<file path="src/rtl/pdiv_pkg.sv">
// Package: shared widths and the select-code decode for the post-divider.
// Assumes ratios never exceed MAX_RATIO.
package pdiv_pkg;
    localparam int SEL_W     = 4;
    localparam int MAX_RATIO = 80;
    localparam int RATIO_W   = $clog2(MAX_RATIO + 1);

    typedef logic [RATIO_W-1:0] ratio_t;

    typedef struct packed {
        logic   valid;
        ratio_t ratio;
    } decode_t;

    // Map a select code to its ratio; codes above 10 are flagged invalid.
    function automatic decode_t decode_sel(input logic [SEL_W-1:0] code);
        decode_t d;
        d.valid = 1'b1;
        case (code)
            4'd0:    d.ratio = ratio_t'(1);
            4'd1:    d.ratio = ratio_t'(2);
            4'd2:    d.ratio = ratio_t'(4);
            4'd3:    d.ratio = ratio_t'(5);
            4'd4:    d.ratio = ratio_t'(8);
            4'd5:    d.ratio = ratio_t'(10);
            4'd6:    d.ratio = ratio_t'(16);
            4'd7:    d.ratio = ratio_t'(20);
            4'd8:    d.ratio = ratio_t'(32);
            4'd9:    d.ratio = ratio_t'(40);
            4'd10:   d.ratio = ratio_t'(80);
            default: begin
                d.valid = 1'b0;
                d.ratio = ratio_t'(1);
            end
        endcase
        return d;
    endfunction
endpackage

</file>
<file path="src/rtl/pdiv_ratio_hold.sv">
// Module: registers a bank's ratio from its select code.
// Keeps the previous ratio whenever the code is invalid. Resets to ratio 1.
module pdiv_ratio_hold
    import pdiv_pkg::*;
(
    input  logic             clk_i,
    input  logic             rst_ni,
    input  logic [SEL_W-1:0] sel_i,
    output ratio_t           ratio_o
);
    decode_t dec;
    ratio_t  ratio_q;

    // Decode the incoming code.
    always_comb dec = decode_sel(sel_i);

    // Load a valid ratio; hold on an invalid code.
    always_ff @(posedge clk_i) begin
        if (!rst_ni)        ratio_q <= ratio_t'(1);
        else if (dec.valid) ratio_q <= dec.ratio;
    end

    assign ratio_o = ratio_q;

    // the first cycle out of reset shows ratio 1.
    a_r2_reset_ratio_one: assert property (@(posedge clk_i) disable iff (!rst_ni)
        $past(!rst_ni) |-> ratio_q == ratio_t'(1));

    // an invalid code leaves the ratio untouched.
    a_r5_hold_on_bad_code: assert property (@(posedge clk_i) disable iff (!rst_ni)
        (!dec.valid && $past(rst_ni)) |=> $stable(ratio_q));
endmodule

</file>
<file path="src/rtl/pdiv_divider.sv">
// Module: integer divider producing the bank's source clock.
// The high time is floor(N/2) cycles and the low time is the rest.
// Ratio 1 bypasses the counter and passes the reference through.
// A ratio change acts at once: an out-of-range count wraps to 0.
module pdiv_divider
    import pdiv_pkg::*;
(
    input  logic   clk_i,
    input  logic   rst_ni,
    input  logic   run_i,
    input  ratio_t ratio_i,
    output logic   src_o
);
    ratio_t cnt_q, cnt_next, half;
    logic   div_q;

    // Next count, wrapping at the current ratio.
    always_comb begin
        half     = ratio_i >> 1;
        cnt_next = (cnt_q >= ratio_i - ratio_t'(1)) ? '0 : cnt_q + ratio_t'(1);
    end

    // Advance the counter and the registered phase while running.
    always_ff @(posedge clk_i) begin
        if (!rst_ni) begin
            cnt_q <= '0;
            div_q <= 1'b0;
        end else if (run_i) begin
            cnt_q <= cnt_next;
            div_q <= (cnt_next < half);
        end
    end

    // Choose the reference itself for ratio 1, else the divided phase.
    always_comb src_o = (ratio_i == ratio_t'(1)) ? clk_i : div_q;

    // after a running edge the count is below the ratio in force then.
    a_r9_count_in_range: assert property (@(posedge clk_i) disable iff (!rst_ni)
        run_i |=> cnt_q < $past(ratio_i));

    // a stopped divider keeps its count.
    a_r8_counter_frozen: assert property (@(posedge clk_i) disable iff (!rst_ni)
        (!run_i && $past(rst_ni)) |=> $stable(cnt_q));
endmodule

</file>
<file path="src/rtl/pdiv_lane_gate.sv">
// Module: one output lane. Passes the bank source when enabled.
// Otherwise it rests at 1, modelling a pulled-up output.
module pdiv_lane_gate (
    input  logic chip_en_i,
    input  logic bank_en_i,
    input  logic lane_en_i,
    input  logic src_i,
    output logic out_o
);
    logic open_q;

    // Combine the three enables for this lane.
    always_comb open_q = chip_en_i & bank_en_i & lane_en_i;

    // Drive the source or the resting high level.
    always_comb out_o = open_q ? src_i : 1'b1;

    // a lane that is switched off never shows a low level.
    always_comb begin
        if (!lane_en_i) a_r7_lane_off_high: assert (out_o == 1'b1);
    end
endmodule

</file>
<file path="src/rtl/pdiv_bank_top.sv">
// Module: the two-bank post-divider. Each bank holds a ratio and runs a
// divider, and each bank feeds LANES_PER_BANK gated lanes.
// Configuration inputs are assumed static between changes.
module pdiv_bank_top
    import pdiv_pkg::*;
#(
    parameter int NUM_BANKS      = 2,
    parameter int LANES_PER_BANK = 5,
    localparam int NUM_LANES     = NUM_BANKS * LANES_PER_BANK
) (
    input  logic                       clk_i,
    input  logic                       rst_ni,
    input  logic                       chip_en_i,
    input  logic [NUM_BANKS-1:0]       bank_en_i,
    input  logic [NUM_BANKS*SEL_W-1:0] bank_sel_i,
    input  logic [NUM_LANES-1:0]       lane_en_i,
    output logic [NUM_LANES-1:0]       clk_o
);
    logic [NUM_BANKS-1:0] bank_src;

    for (genvar b = 0; b < NUM_BANKS; b++) begin : g_bank
        ratio_t ratio;

        pdiv_ratio_hold u_hold (
            .clk_i   (clk_i),
            .rst_ni  (rst_ni),
            .sel_i   (bank_sel_i[b*SEL_W +: SEL_W]),
            .ratio_o (ratio)
        );

        pdiv_divider u_div (
            .clk_i   (clk_i),
            .rst_ni  (rst_ni),
            .run_i   (chip_en_i),
            .ratio_i (ratio),
            .src_o   (bank_src[b])
        );

        for (genvar l = 0; l < LANES_PER_BANK; l++) begin : g_lane
            pdiv_lane_gate u_gate (
                .chip_en_i (chip_en_i),
                .bank_en_i (bank_en_i[b]),
                .lane_en_i (lane_en_i[b*LANES_PER_BANK + l]),
                .src_i     (bank_src[b]),
                .out_o     (clk_o[b*LANES_PER_BANK + l])
            );
        end
    end

    // with the chip switched off, every lane rests high after each edge.
    a_r8_all_lanes_high: assert property (@(posedge clk_i) disable iff (!rst_ni)
        !chip_en_i |-> (&clk_o));
endmodule

</file>
<file path="config.mk">
export PLATFORM = sky130hd
export DESIGN_NAME = pdiv_bank_top
export DESIGN_NICKNAME = d
export VERILOG_FILES = /design/src/rtl/pdiv_pkg.sv /design/src/rtl/pdiv_ratio_hold.sv /design/src/rtl/pdiv_divider.sv /design/src/rtl/pdiv_lane_gate.sv /design/src/rtl/pdiv_bank_top.sv
export SDC_FILE = /design/constraint.sdc
export NUM_CORES = 1
export LEC_CHECK = 0
export BUFFER_PORTS_ARGS = -buffer_cell sky130_fd_sc_hd__buf_4
export CAP_MARGIN = 20
export CORE_MARGIN = 2
export CORE_UTILIZATION = 32
export CTS_BUF_LIST = sky130_fd_sc_hd__clkbuf_2
export DETAILED_ROUTE_END_ITERATION = 8
export PLACE_DENSITY = 0.55
export SETUP_SLACK_MARGIN = 0.5
export SYNTH_ARGS = -nofsm -noshare
export SYNTH_HDL_FRONTEND = slang
export SYNTH_SLANG_ARGS = --single-unit
</file>
<file path="constraint.sdc">
create_clock -name clk_i -period 10 [get_ports clk_i]
set_clock_uncertainty 0.2 [all_clocks]
set_input_delay 1 -clock clk_i [delete_from_list [all_inputs] [get_ports clk_i]]
set_output_delay 1 -clock clk_i [all_outputs]
set_load 0.05 [all_outputs]
</file>
-- After elaboration in Yosys (flattened, before gate mapping)
Cells that the tools add are included.
Widths: inputs -> output; s select.
- bits in registers: 30
- output and inout bits: 10
- equal/unequal tests: 22
- add/subtract/negate cells: 4
- reduce and logical (&&, ||, !) cells: 4
- bitwise logic cells: 12
- muxes and demuxes: 18
- magnitude comparators: 4
- operator list (cell ; count):
    $pmux 7 s10 ; 2
    $eq 4x3->1 const B ; 8
    $eq 4x4->1 const B ; 6
    $reduce_or 11->1 ; 2
    $eq 4x2->1 const B ; 4
    $add 7x1->7 const B ; 2
    $eq 7x1->1 const B ; 2
    $ge 7x7->1 ; 2
    $lt 7x6->1 ; 2
    $mux 1 ; 14
    $mux 7 ; 2
    $sub 7x1->7 const B ; 2
    $and 1x1->1 ; 12
    $eq 4x1->1 const B ; 2
    $logic_not 4->1 ; 2

-- Depth between registers and ports, before layout
- word-level depth: 4
- depth in mapped cells: 16
- mapped depth without buffers: 15

-- By module
A second synthesis with hierarchy kept.
- cell total of the unflattened synthesis: 311
- area, all modules: 2562.5 µm²
- modules (own cells, without submodules) (module ; seq. area each (µm²) ; instances ; cells an instance ; area each (µm²)):
    pdiv_divider (g_bank[0].u_div) ; 160.2 ; 1 ; 113 ; 909.6
    pdiv_divider (g_bank[1].u_div) ; 160.2 ; 1 ; 112 ; 902.1
    pdiv_ratio_hold ; 140.1 ; 2 ; 38 ; 331.6
    pdiv_lane_gate ; 0.0 ; 10 ; 1 ; 8.8

==> metrics.txt <==
vias in the first global route=around 2400; outcome=completed; WP data arrival=between 6 and 7 ns; die height=slightly above 90 µm; Core ar.=a little under 0.008 mm²; final wirelength=~6 mm; crit path capture type=output pin; synthesized area=around 0.0025 mm²; clk_lat worst skew=roughly 0.45 ns; ranking of synthesized cells by area=dfxtp_1, ha_1, xnor2_1; die area=between 0.008 and 0.009 mm²; antenna violations before repair=2; total grt overflow=0; hold depth=2; Comb power frac=23.8%; CP startpoint kind=clock port; syn avg cell area=7.72 µm²; switching part of the total=a little under two fifths; internal power=~0.00022 W; CTS resizes=0; Max-slew headroom=about three fifths; Reg clk slew, reported paths=roughly 0.16 ns; Reg power frac=between 30% and 40%; drt initial violations=127; GP Congestion=around 0.86; fin util=38.0%; Layout area overhead=15.1%; GRT Util Overall=15.7%; top-area cell type share of the netlist area=23.7%; Hold WC Path Type=register to register; Worst IR Drop VDD=approximately 0.044 mV; gate count after technology mapping=about 330; wire per inst=between 10 and 15 µm; TritonCTS clock tree=yes; nets@finish=412; max-slew violation count=0; #FFs+latches synth=30; share of layout cells above drive strength 1=a little under a fifth; worst-path fanout max=3; dpl hpwl=about 4.4 mm; Least-Margin Pin Slew=0.584 ns; Main synth FF type=dfxtp_1; Seq/Total Area, Yosys=between 20% and 30%; global-route wire length before repair=roughly 10 mm; Cell variety after synth=just under 50; Final Hold Fails=0; dpl cells=439; drt first pass iters=4; Setup TNS Final=0 ns; most frequent cell after synthesis=nand2_1; Synth warnings=0; std cell rows=32; final cell count without fillers=464; max-cap violations=0; effective utilization at floorplan=between 30% and 40%; P_sw=around 0.00013 W; endpoints failing setup=0; largest net degree at the start of global routing=37; vias=between 2000 and 2500; post-CTS setup buffers=0; I/O pins=33; number of synthesized flops with an enable pin=0; Die Wd=between 90 and 100 µm; FF-to-FF path depth=14; RSZ-0062 raised after global routing=no; CP Class=clock port to output pin; number of vias per cell=~5.0; clock power share=39.1%; Pleak=about 1.2 nW; Yosys top cell by area=dfxtp_1; power per cell area=approximately 120 mW/mm²; Remaining DRCs=0; Worst Path Required=a little under 9 ns; PortBufs=32; total nets after synthesis=about 380; hold_buf cts=0; Synth async-reset ratio=0%; synth cell count leaders=nand2_1, dfxtp_1, ha_1; ANT nets after route=0
[critical path, cell delays in order]
cell and delay [ns]:
clkbuf_2 0.08, clkbuf_2 0.09, clkbuf_2 0.09, clkbuf_2 0.09, clkbuf_2 0.10, clkbuf_2 0.11
clkbuf_2 0.10, mux2i_1 0.24, and3_1 0.21, clkbuf_2 0.12, clkbuf_2 0.12, nand2_1 0.06
buf_4 0.18
[path summary, 6_finish.rpt]
check / to / slack, ns / start
setup reg to reg: g_bank[1].u_div.div_q$_SDFFE_PN0P_ / 6.37 / g_bank[1].u_hold.ratio_o[2]$_SDFFE_PN0P_
hold reg to reg: g_bank[0].u_div.div_q$_SDFFE_PN0P_ / 0.28 / g_bank[0].u_div.div_q$_SDFFE_PN0P_
hold / removal: g_bank[0].u_div.div_q$_SDFFE_PN0P_ / 0.28 / g_bank[0].u_div.div_q$_SDFFE_PN0P_
setup / recovery: clk_o[0] / 2.22 / clk_i
[stage by stage]
stage | area (µm²) | setup WS (ns) | total power, W | hold slack, ns
floorplan | 2540 | 3.24 | 0.000223 | 0.220
global placement | 2780 | 3.24 | 0.000244 | 0.241
detailed placement | 2780 | 3.24 | 0.000246 | 0.249
CTS | 2920 | 2.15 | 0.000362 | 0.279
global route | 2920 | 2.13 | 0.000383 | 0.308
finish | 2920 | 2.22 | 0.000354 | 0.277
[registers in the layout, summed over array words and instances (netlist names)]
register and cells:
g_bank.u_div.div_q 2, g_bank.u_hold.ratio_o 14, g_bank.u_div.cnt_q 14
[layout by cell type, fill, tap and decap left out, drive strengths merged, types with 7 or more instances in the layout]
cell	Yosys	routed
nor2b	12	12
buf	14	32
nor3	7	7
o21a	9	9
xnor2	14	14
ha	30	30
nand2	32	32
clkbuf	10	22
nor2	26	26
inv	23	23
o21ai	14	14
nand3	10	10
dfxtp	30	30
a21oi	19	19
[logic make-up (layout without fill, tap and decap cells)]
logic type | Yosys count | count (layout) | share of synthesized area, %
muxes | 2 | 2 | 0.789
DFF | 30 | 30 | 23.7
other | 0 | 1 | 0
xor gates and xnor gates | 17 | 17 | 5.87
AOI/OAI and AO/OA | 76 | 76 | 20.3
and+or+nand+nor | 127 | 127 | 26.1
adders and majority gates | 30 | 30 | 14.8
buffers and inverters | 47 | 79 | 8.58
[final cells by class]
type / count / area, µm²
repair buffers: 22 / 165
diodes: 1 / 2.50
clock buffers: 32 / 185
inverters: 23 / 86.3
flip-flops and latches: 30 / 601
well taps: 102 / 128
clock inverters: 2 / 35.0
multi-input cells: 252 / 1720
fillers: 836 / 4760
[power groups by stage]
stage               combinational, W  sequential [W]  clock (W)
finish                     0.0000842        0.000131   0.000139
global route               0.0000977        0.000133   0.000152
CTS                        0.0000847        0.000132   0.000145
detailed placement         0.0000840        0.000134  0.0000274
global placement           0.0000829        0.000134  0.0000274
floorplan                  0.0000635        0.000132  0.0000274
[metal layers]
| metal | GRT usage (%) | part of all wire (%) | vias up |
|---|---|---|---|
| li1 | - | - | 1207 |
| met2 | 21.4 | 42 | 64 |
| met4 | 12.4 | 1.7 | 2 |
| met5 | 0 | 0.22 | - |
| met1 | 20.0 | 49 | 1057 |
| met3 | 5.24 | 6.4 | 13 |
No activity file was read; power rests on OpenSTA's default activity.
